<file path="src/rtl/irq_cell_pkg.sv">
package irq_cell_pkg;
   typedef enum logic [2:0] {
      OP_RD_CELLS  = 3'd0,
      OP_WR_CELLS  = 3'd1,
      OP_SET_CELLS = 3'd2,
      OP_RD_OWN    = 3'd3,
      OP_WR_OWN    = 3'd4,
      OP_WR_PORT   = 3'd5,
      OP_RD_ROUTE  = 3'd6,
      OP_ACK       = 3'd7
   } irq_op_e;
endpackage

</file>
<file path="src/rtl/irq_port_map.sv">
module irq_port_map #(
   parameter int NUM_PORTS = 8,
   parameter int NUM_MASKS = 4,
   localparam int PORT_W = (NUM_PORTS > 1) ? $clog2(NUM_PORTS) : 1,
   localparam int MSEL_W = (NUM_MASKS > 1) ? $clog2(NUM_MASKS) : 1
) (
   input  logic [NUM_MASKS-1:0]        cfg_en,
   input  logic [NUM_MASKS*PORT_W-1:0] cfg_port,
   output logic [NUM_PORTS-1:0]        has_mask,
   output logic [NUM_PORTS*MSEL_W-1:0] sel_flat,
   output logic                        cfg_err
);
   logic [NUM_PORTS-1:0] dup;

   for (genvar p = 0; p < NUM_PORTS; p++) begin : g_port
      logic              hit;
      logic              twice;
      logic [MSEL_W-1:0] idx;
      always_comb begin
         hit   = 1'b0;
         twice = 1'b0;
         idx   = '0;
         // descending scan: the last match written is the lowest index
         for (int m = NUM_MASKS - 1; m >= 0; m--) begin
            if (cfg_en[m] && (cfg_port[m*PORT_W +: PORT_W] == PORT_W'(p))) begin
               if (hit) twice = 1'b1;
               hit = 1'b1;
               idx = MSEL_W'(m);
            end
         end
      end
      assign has_mask[p]                  = hit;
      assign sel_flat[p*MSEL_W +: MSEL_W] = idx;
      assign dup[p]                       = twice;
   end

   assign cfg_err = |dup;
endmodule

</file>
<file path="src/rtl/irq_lowest_sel.sv">
module irq_lowest_sel #(
   parameter int W = 32,
   localparam int IDX_W = (W > 1) ? $clog2(W) : 1
) (
   input  logic [W-1:0]     vec,
   output logic             found,
   output logic [IDX_W-1:0] idx
);
   always_comb begin
      found = 1'b0;
      idx   = '0;
      for (int i = W - 1; i >= 0; i--) begin
         if (vec[i]) begin
            found = 1'b1;
            idx   = IDX_W'(i);
         end
      end
   end
endmodule

</file>
<file path="src/rtl/irq_cell_array.sv">
module irq_cell_array #(
   parameter int NUM_CELLS = 32,
   localparam int CELL_W = (NUM_CELLS > 1) ? $clog2(NUM_CELLS) : 1
) (
   input  logic                 clk,
   input  logic                 rst_n,
   input  logic                 load_en,
   input  logic [NUM_CELLS-1:0] load_val,
   input  logic                 or_en,
   input  logic [NUM_CELLS-1:0] or_val,
   input  logic                 clr_en,
   input  logic [CELL_W-1:0]    clr_idx,
   input  logic [NUM_CELLS-1:0] io_set,
   output logic [NUM_CELLS-1:0] cells_q
);
   for (genvar c = 0; c < NUM_CELLS; c++) begin : g_cell
      logic nxt;
      always_comb begin
         nxt = cells_q[c];
         if (load_en) nxt = load_val[c];
         if (or_en && or_val[c]) nxt = 1'b1;
         if (clr_en && (clr_idx == CELL_W'(c))) nxt = 1'b0;
         if (io_set[c]) nxt = 1'b1;   // set has the last word
      end
      always_ff @(posedge clk or negedge rst_n) begin
         if (!rst_n) cells_q[c] <= 1'b0;
         else        cells_q[c] <= nxt;
      end
   end
endmodule

</file>
<file path="src/rtl/irq_cell_ctrl.sv">
module irq_cell_ctrl
   import irq_cell_pkg::*;
#(
   parameter int NUM_CELLS = 32,
   parameter int NUM_MASKS = 4,
   parameter int NUM_PORTS = 8,
   parameter int DATA_W    = 32,
   localparam int PORT_W = (NUM_PORTS > 1) ? $clog2(NUM_PORTS) : 1,
   localparam int MSEL_W = (NUM_MASKS > 1) ? $clog2(NUM_MASKS) : 1,
   localparam int CELL_W = (NUM_CELLS > 1) ? $clog2(NUM_CELLS) : 1,
   localparam int FLD_W  = DATA_W / NUM_MASKS
) (
   input  logic                        clk,
   input  logic                        rst_n,
   input  logic [NUM_MASKS-1:0]        cfg_mask_en,
   input  logic [NUM_MASKS*PORT_W-1:0] cfg_mask_port,
   input  logic [NUM_CELLS-1:0]        io_set,
   input  logic                        req_valid,
   output logic                        req_ready,
   input  logic [PORT_W-1:0]           req_port,
   input  logic [2:0]                  req_op,
   input  logic [PORT_W-1:0]           req_target,
   input  logic [DATA_W-1:0]           req_data,
   output logic                        rsp_valid,
   output logic                        rsp_empty,
   output logic [DATA_W-1:0]           rsp_data,
   output logic [NUM_PORTS-1:0]        irq_out,
   output logic                        cfg_err
);
   // elaboration-time parameter checks
   if (NUM_CELLS != DATA_W) begin : g_bad_width
      $error("NUM_CELLS must equal DATA_W");
   end
   if (FLD_W < PORT_W + 1 || FLD_W < 2) begin : g_bad_field
      $error("route field too narrow for NUM_MASKS/NUM_PORTS");
   end
   if (NUM_MASKS < 1 || NUM_PORTS < 1) begin : g_bad_count
      $error("need at least one mask and one port");
   end

   logic [NUM_PORTS-1:0]        has_mask;
   logic [NUM_PORTS*MSEL_W-1:0] sel_flat;
   logic [NUM_CELLS-1:0]        cells_q;
   logic [NUM_CELLS-1:0]        mask_q   [NUM_MASKS];
   logic [NUM_CELLS-1:0]        eff_mask [NUM_PORTS];
   logic [MSEL_W-1:0]           sel_of   [NUM_PORTS];
   logic                        rdy_q;

   irq_port_map #(.NUM_PORTS(NUM_PORTS), .NUM_MASKS(NUM_MASKS)) u_map (
      .cfg_en   (cfg_mask_en),
      .cfg_port (cfg_mask_port),
      .has_mask (has_mask),
      .sel_flat (sel_flat),
      .cfg_err  (cfg_err)
   );

   // per-port effective mask and interrupt line
   for (genvar p = 0; p < NUM_PORTS; p++) begin : g_line
      assign sel_of[p]   = sel_flat[p*MSEL_W +: MSEL_W];
      assign eff_mask[p] = has_mask[p] ? mask_q[sel_of[p]] : '0;
      assign irq_out[p]  = |(eff_mask[p] & cells_q);
   end

   irq_op_e op;
   logic    fire;
   assign op        = irq_op_e'(req_op);
   assign req_ready = rdy_q;
   assign fire      = req_valid & rdy_q;

   logic [NUM_CELLS-1:0] req_mask;
   logic                 ack_found;
   logic [CELL_W-1:0]    ack_idx;
   assign req_mask = eff_mask[req_port];

   irq_lowest_sel #(.W(NUM_CELLS)) u_prio (
      .vec   (cells_q & req_mask),
      .found (ack_found),
      .idx   (ack_idx)
   );

   logic is_ack;
   assign is_ack = fire && (op == OP_ACK);

   irq_cell_array #(.NUM_CELLS(NUM_CELLS)) u_cells (
      .clk      (clk),
      .rst_n    (rst_n),
      .load_en  (fire && (op == OP_WR_CELLS)),
      .load_val (req_data[NUM_CELLS-1:0]),
      .or_en    (fire && (op == OP_SET_CELLS)),
      .or_val   (req_data[NUM_CELLS-1:0]),
      .clr_en   (is_ack && ack_found),
      .clr_idx  (ack_idx),
      .io_set   (io_set),
      .cells_q  (cells_q)
   );

   // mask pool: whole-register replacement only
   logic [NUM_MASKS-1:0] mwr_en;
   always_comb begin
      for (int m = 0; m < NUM_MASKS; m++) begin
         mwr_en[m] = (fire && (op == OP_WR_OWN) && has_mask[req_port]
                      && (sel_of[req_port] == MSEL_W'(m)))
                   | (fire && (op == OP_WR_PORT) && has_mask[req_target]
                      && (sel_of[req_target] == MSEL_W'(m)));
      end
   end

   for (genvar m = 0; m < NUM_MASKS; m++) begin : g_mask
      always_ff @(posedge clk or negedge rst_n) begin
         if (!rst_n)         mask_q[m] <= '0;
         else if (mwr_en[m]) mask_q[m] <= req_data[NUM_CELLS-1:0];
      end
   end

   // route read word
   logic [DATA_W-1:0] route_word;
   always_comb begin
      route_word = '0;
      for (int m = 0; m < NUM_MASKS; m++) begin
         route_word[m*FLD_W + FLD_W - 1]    = cfg_mask_en[m];
         route_word[m*FLD_W +: PORT_W]      = cfg_mask_port[m*PORT_W +: PORT_W];
      end
   end

   logic [DATA_W-1:0] rd_mux;
   always_comb begin
      rd_mux = '0;
      unique case (op)
         OP_RD_CELLS: rd_mux = DATA_W'(cells_q);
         OP_RD_OWN:   rd_mux = DATA_W'(req_mask);
         OP_RD_ROUTE: rd_mux = route_word;
         OP_ACK:      rd_mux = ack_found ? DATA_W'(ack_idx) : '0;
         default:     rd_mux = '0;
      endcase
   end

   always_ff @(posedge clk or negedge rst_n) begin
      if (!rst_n) begin
         rdy_q     <= 1'b0;
         rsp_valid <= 1'b0;
         rsp_empty <= 1'b0;
         rsp_data  <= '0;
      end else begin
         rdy_q     <= 1'b1;
         rsp_valid <= fire;
         rsp_empty <= is_ack && !ack_found;
         rsp_data  <= fire ? rd_mux : '0;
      end
   end
endmodule

</file>
<file path="config.mk">
export PLATFORM = sky130hd
export DESIGN_NAME = irq_cell_ctrl
export DESIGN_NICKNAME = d
export VERILOG_FILES = /design/src/rtl/irq_cell_pkg.sv /design/src/rtl/irq_port_map.sv /design/src/rtl/irq_lowest_sel.sv /design/src/rtl/irq_cell_array.sv /design/src/rtl/irq_cell_ctrl.sv
export SDC_FILE = /design/constraint.sdc
export NUM_CORES = 1
export LEC_CHECK = 0
export ABC_AREA = 1
export BUFFER_PORTS_ARGS = -buffer_cell sky130_fd_sc_hd__buf_2
export CAP_MARGIN = 40
export CORE_MARGIN = 3
export CORE_UTILIZATION = 24
export DETAILED_ROUTE_END_ITERATION = 7
export PLACE_DENSITY = 0.48
export SYNTH_ARGS = -nofsm -noshare
export SYNTH_HDL_FRONTEND = slang
export SYNTH_SLANG_ARGS = --single-unit
</file>
<file path="constraint.sdc">
create_clock -name clk -period 3.08 [get_ports clk]
set_input_delay 0 -clock clk [delete_from_list [all_inputs] [get_ports clk]]
set_output_delay 0 -clock clk [all_outputs]
set_load 0.03 [all_outputs]
</file>
Word-level counts from Yosys, hierarchy flattened
Index checks and enable logic that the tools add are counted.
{ "totals": {"ff_bits": 195, "inputBits": 92, "output_inout_bits": 44, "wordCells": 663} }
{ "classes": {"magnitude_cmp": 12, "n_eq_ne": 72, "mux": 352, "bitwise_logic": 24, "n_reduce_logical": 163} }
{ "ops": {"columns": ["cell", "n"], "rows": [
  ["32-bit 2-to-1 mux", 27],
  ["32-bit binary-select mux with 2-bit select", 8],
  ["32-bit AND", 9],
  ["32-bit OR reduction", 8],
  ["1-bit 2-to-1 mux", 242],
  ["5-bit 2-to-1 mux", 33],
  ["32-bit case mux with 4 select lines", 1],
  ["4-bit nonzero test", 32],
  ["1-bit logical AND", 113],
  ["32-bit binary-select mux with 3-bit select", 1],
  ["5-bit equality test, second input constant", 16],
  ["2-bit 2-to-1 mux", 36],
  ["3-bit equality test, second input constant", 20],
  ["5-bit by 4-bit equality test with 1-bit output, second input constant", 8],
  ["3-bit by 2-bit equality test with 1-bit output, second input constant", 10],
  ["3-bit greater-or-equal comparator, second input constant", 8],
  ["2-bit NOT with 3-bit output", 8],
  ["5-bit by 3-bit equality test with 1-bit output, second input constant", 4],
  ["3-bit by 1-bit equality test with 1-bit output, second input constant", 5],
  ["3-bit zero test", 5],
  ["2-bit binary-select mux with 3-bit select", 2],
  ["5-bit by 2-bit equality test with 1-bit output, second input constant", 2],
  ["2-bit equality test, second input constant", 4],
  ["4-bit greater-or-equal comparator, second input constant", 2],
  ["11 further kinds", 19]
]} }

Longest topological paths before layout
{ "depth": {"depth_word": 51, "ltp_mapped": 50, "depth_no_buf": 49} }

Cells and area by module
Synthesis repeated with hierarchy kept, for this count alone.
{ "unflattened": {"hier_cells": 4703, "area_unflattened_um2": 24489.7} }
{ "modules_own_cells": {"columns": ["mod", "instances", "cells_each", "area_per_inst_um2"], "rows": [
  ["irq_cell_ctrl", 1, 4088, 21142.8],
  ["irq_cell_array", 1, 320, 2052.0],
  ["irq_port_map", 1, 188, 852.1],
  ["irq_lowest_sel", 1, 107, 442.9]
]} }

Worst setup path after synthesis
Ideal clock, no wire load.
{ "synth_timing": {"kind": "input-to-reg", "from": "input port cfg_mask_port[11]", "to": "register u_cells.cells_q[28]", "setup_ns": 0.133, "t_arrival_ns": 3.091, "t_required_ns": 2.947, "slack_ns": -0.144, "stages": 28, "cell_sequence": "inv_1 nand2_1 nor2_1 nand2_1 nand2_2 nand2_2 buf_2 buf_6 buf_6 buf_6 buf_2 buf_6 a21oi_1 nor3_1 nand2_1 nand3_1 nand3_1 nand2_1 nand2_1 nand2_1 nor2_1 nand2_1 nor2_2 nand3_1 nor2_4 nand4_1 a21oi_1 nor2_1"} }
{ "synth_between": {"elab_chain_len": 51, "word_cells_on_any_way": 194} }
{ "synth_lines": {"columns": ["element", "line_no", "text"], "rows": [
  ["from (decl)", "irq_cell_ctrl.sv:16", "input logic [NUM_MASKS*PORT_W-1:0] cfg_mask_port,"],
  ["3-bit equality test, or another cell as far along", "irq_port_map.sv:25", "if (cfg_en[m] && (cfg_port[m*PORT_W +: PORT_W] == PORT_W'(p))) begin"],
  ["1-bit logical AND", "irq_port_map.sv:25", null],
  ["2-bit 2-to-1 mux (4 in series)", "irq_port_map.sv:25", null],
  ["2-bit NOT with 3-bit output (implied by the code)", "irq_cell_ctrl.sv:60", "assign eff_mask[p] = has_mask[p] ? mask_q[sel_of[p]] : '0;"],
  ["32-bit binary-select mux with 2-bit select", "irq_cell_ctrl.sv:60", null],
  ["32-bit 2-to-1 mux (implied by the code) (2 in series)", "irq_cell_ctrl.sv:60", null],
  ["32-bit 2-to-1 mux", "irq_cell_ctrl.sv:60", null],
  ["32-bit binary-select mux with 3-bit select *", "irq_cell_ctrl.sv:73", "assign req_mask = eff_mask[req_port];"],
  ["32-bit 2-to-1 mux (implied by the code) * (2 in series)", "irq_cell_ctrl.sv:73", null],
  ["32-bit AND *", "irq_cell_ctrl.sv:76", ".vec (cells_q & req_mask),"],
  ["5-bit 2-to-1 mux or 1-bit 2-to-1 mux (tied branches) (32 in series)", "irq_lowest_sel.sv:13", "if (vec[i]) begin"],
  ["5-bit equality test or 1-bit logical AND (tied branches)", "irq_cell_array.sv:22, irq_cell_ctrl.sv:91", null],
  ["1-bit logical AND *", "irq_cell_array.sv:22", "if (clr_en && (clr_idx == CELL_W'(c))) nxt = 1'b0;"],
  ["1-bit 2-to-1 mux", "irq_cell_array.sv:22", null],
  ["1-bit 2-to-1 mux", "irq_cell_array.sv:23", "if (io_set[c]) nxt = 1'b1;"],
  ["to (signal, indexed assignment)", "irq_cell_array.sv:27", "else cells_q[c] <= nxt;"],
  ["to (decl)", "irq_cell_array.sv:14", "output logic [NUM_CELLS-1:0] cells_q"]
]} }
Mark *: on every way between the ends. The rest lies on a longest branch, timed or not. The select of a mux whose other input is x is not followed.
A chain may end at the register's enable or synchronous reset.

Worst setup path after layout
{ "layout_timing": {"from": "register mask_q[125] (netlist bit)", "to": "register u_cells.cells_q[21]"} }
{ "layout_between": {"elab_chain_len": 42, "word_cells_on_any_way": 102} }
{ "layout_lines": {"columns": ["element", "line_no", "text"], "rows": [
  ["from (decl)", "irq_cell_ctrl.sv:44", "logic [NUM_CELLS-1:0] mask_q [NUM_MASKS];"],
  ["from (signal, indexed assignment)", "irq_cell_ctrl.sv:111", "else if (mwr_en[m]) mask_q[m] <= req_data[NUM_CELLS-1:0];"],
  ["32-bit binary-select mux with 2-bit select", "irq_cell_ctrl.sv:60", null],
  ["32-bit 2-to-1 mux (implied by the code) (2 in series)", "irq_cell_ctrl.sv:60", null],
  ["32-bit 2-to-1 mux", "irq_cell_ctrl.sv:60", null],
  ["32-bit binary-select mux with 3-bit select *", "irq_cell_ctrl.sv:73", null],
  ["32-bit 2-to-1 mux (implied by the code) * (2 in series)", "irq_cell_ctrl.sv:73", null],
  ["32-bit AND *", "irq_cell_ctrl.sv:76", null],
  ["5-bit 2-to-1 mux or 1-bit 2-to-1 mux (tied branches) (30 in series)", "irq_lowest_sel.sv:13", null],
  ["5-bit equality test or 1-bit logical AND (tied branches)", "irq_cell_array.sv:22, irq_cell_ctrl.sv:91", null],
  ["1-bit logical AND *", "irq_cell_array.sv:22", null],
  ["1-bit 2-to-1 mux", "irq_cell_array.sv:22", null],
  ["1-bit 2-to-1 mux", "irq_cell_array.sv:23", null]
]} }
Marked as above.

==> results.txt <==
Status -> finished with violations
Failing checks -> negative setup slack
CP top delay family -> simple AND/OR/NAND/NOR gates
Chip width -> 306.0 um
DR iter-0 viols -> 3574
Vias -> 30402
Overflow after GRT -> 0
CP Depth -> 30
Vias in the first global route -> 27819
Critical Path RT -> 3490 ps
Finish-stage setup viols -> 40
Area grow syn2layout -> 53.77%
Dpl cells -> 5323
DP Wirelength -> 101700 um
R2r setup slk -> -620 ps
Layout net count -> 4470
Peak VDD IR -> 0.0004673 V
CP bufs+invs -> 6
Hold Crit Class -> primary input to async pin
FF-to-FF Start -> mask_q[125]$_DFFE_PN0P_
RePlAce Congestion -> 1.016
Final setup margin -> -619.2 ps
Global-route wire length before repair -> 191400 um
Synth Warn # -> 0
Design Area, Final -> 0.03321 mm2
Final hold viol count -> 0
Synth Cell Area -> 0.02159 mm2
Via density per instance -> 5.471
Clk Latency, worst-skew pair -> 540 ps
Power per Cell Area -> 418.0 mW/mm2
Filler cells -> 9427
Slowest stage delay, CP -> 380 ps
Top post-synthesis cells by area -> dfrtp_1 (23%), o21ai_0 (14%), a21oi_1 (13%), nand2_1 (11%), nand3_1 (6.8%)
Slew headroom -> 0.4919
Reg2Reg Capture Point -> u_cells.cells_q[21]$_DFFE_PN0P_
Worst-path fanout max -> 9
Initial Util -> 0.2432
CP Capture Type -> flip-flop
Max Cap Violations -> 0
Avg WL per Cell -> 23.96 um
Primary FF master, synth -> dfrtp_1
First-pass DRT Iterations -> 6
Worst-case clock buffer depth -> 2
Syn avg cell area -> 5.965 um2
TritonCTS clock tree -> yes
Cell variety after synth -> 46
Yosys reg bits -> 195
CTS H-Tree Depth -> 4
Post-synth EDFFs -> 0
PnR Total Power -> 13.88 mW
Worst slew pin tran -> 762.2 ps
Share of post-route cells with drive strength above 1 -> 0.3453
Clk Tree Root Cell -> clkbuf_16
Post-Place Setup Slack -> -1272 ps
Sequential cell area fraction in the yosys report -> 0.2260
Fin cells -> 5557
Post-DP Area -> 0.02887 mm2
Die Y -> 306.0 um
Leak -> 14.65 nW
Async S/R FF share, synth -> 1.000
Data arrival, critical path -> 4110 ps
Clock Skew -> 22.07 ps
Most common cell on crit path -> nor2_1
Share of the synthesized area in the top cell type -> 0.2260
GRT Resource Usage Total -> 0.2740
RSZ-0062 raised after global routing -> true
Post-route ant nets -> 0
WS Path Type -> flip-flop to flip-flop
Cells after Synth -> 3620
Worst Reg2Reg Path Length in Cells -> 30
CP max stage cell -> dfrtp_1
Post-Syn Nets -> 3712
Largest net degree at the start of global routing -> 115
I/O Buffers -> 135
Period utilization -> 1.201
Core Box Area -> 0.08878 mm2
Highest clock rate -> 270.3 MHz
Pins Over Slew Limit -> 0
Drt total wl -> 133200 um
Row cnt -> 109
I/O pins -> 136
Tmin final -> 3699 ps
Startpoint types -> flip-flop
TritonCTS Buffers -> 17
Sink Count -> 195
Initial antenna violation count -> 10
Synth area leader -> dfrtp_1
Clk slew on worst S/H paths -> 90 ps
Residual DRC -> 0
Die area -> 0.09361 mm2
-- routing by layer --
metal	vias up	track usage	share of wire
met1	14323	0.3745	0.42
met4	2	0.1266	0.053
met5	-	0	0.000098
met2	1629	0.4113	0.42
li1	14139	-	-
met3	309	0.05927	0.10
-- cell usage in the layout, fill, tap and decap left out, types with 74 or more instances in the layout --
cell and count:
a21oi_1 509, buf_12 74, buf_2 120, buf_4 723, dfrtp_1 187, inv_1 215
nand2_1 549, nand2_2 93, nand3_1 234, nor2_1 96, nor3_1 123, o21ai_0 565
-- final cells by class --
class                   instances  area, um2  share of cell area
well taps                    1165       1458             0.04390
flip-flops and latches        195       4890              0.1472
diodes                          1      2.502          0.00007536
inverters                     282       1162             0.03500
multi-input cells            2806      15870              0.4778
repair buffers               1075       9251              0.2786
repair inverters                1      6.256           0.0001884
clock buffers                  19      452.9             0.01364
clock inverters                13      116.4            0.003504
-- metrics by stage --
stage	TNS, ps	utilization	hold WS, ps
floorplan	-105.2	-	-295.6
global placement	-45320	0.3249	54.25
detailed placement	-45460	0.3251	52.61
CTS	-15300	0.3564	4.725
global route	-32500	0.3740	68.10
finish	-17720	0.3740	40.41
-- synth_stat cells (6+ instances only) --
master / n
a2111oi_0: 6
a21o_1: 16
a21oi_1: 548
a221o_1: 7
a221oi_1: 34
a22o_1: 37
a22oi_1: 18
a31oi_1: 9
buf_1: 23
buf_2: 89
buf_4: 39
buf_6: 29
clkbuf_1: 159
clkinv_1: 8
dfrtp_1: 195
inv_1: 251
inv_2: 23
nand2_1: 654
nand2_2: 26
nand3_1: 294
nand4_1: 15
nor2_1: 138
nor2_2: 16
nor3_1: 174
nor4_1: 7
o211ai_1: 47
o21ai_0: 621
o21ai_1: 40
o22ai_1: 58
-- worst reg2reg max path: cells and delay by family (launching register included) --
family	cells	cell delay, ps
AND/OR/NAND/NOR	20	1950
buffers and inverters	6	700
AO/OA/AOI/OAI	4	560
flip-flops	1	380
-- worst max-delay path by stage --
stage                            startpoint                         endpoint  slack [ps]
global route         mask_q[29]$_DFFE_PN0P_   u_cells.cells_q[4]$_DFFE_PN0P_        -990
finish              mask_q[125]$_DFFE_PN0P_  u_cells.cells_q[21]$_DFFE_PN0P_        -620
floorplan                 cfg_mask_port[11]  u_cells.cells_q[16]$_DFFE_PN0P_         -30
detailed placement         cfg_mask_port[9]  u_cells.cells_q[23]$_DFFE_PN0P_       -1270
global placement           cfg_mask_port[5]  u_cells.cells_q[23]$_DFFE_PN0P_       -1360
CTS                  mask_q[29]$_DFFE_PN0P_  u_cells.cells_q[20]$_DFFE_PN0P_        -490
-- registers in the layout, indices dropped and copies added, names as in the netlist --
| name | flops |
|---|---|
| req_ready | 1 |
| rsp_valid | 1 |
| u_cells.cells_q | 32 |
| mask_q | 128 |
| rsp_empty | 1 |
| rsp_data | 32 |
-- logic make-up (layout without fill, tap and decap cells) --
family / after synthesis / count (layout) / synth area share
DFF: 195 / 195 / 0.2260
and+or+nand+nor: 1340 / 1342 / 0.2730
AOI/OAI and AO/OA: 1463 / 1463 / 0.3709
buffers and inverters: 621 / 1390 / 0.1300
other: 1 / 2 / 0.0001737
-- where the power goes --
part           total, mW  internal (mW)  switching [mW]
clock network       2.39           1.10            1.29
registers           3.51           2.98           0.525
logic               7.98           3.44            4.55
total               13.9           7.52            6.36
-- what timing repair did --
action / 4_1_cts / 5_1_grt
gates cloned: 2 / 2
endpoints found under the hold margin: 368 / 0
endpoints found under the setup margin: 44 / 48
gates resized for setup: 241 / 350
setup buffers: 82 / 78
pin swaps: 58 / 141
hold buffers: 73 / 0
Note: power is estimated with default switching activity, not from simulation.
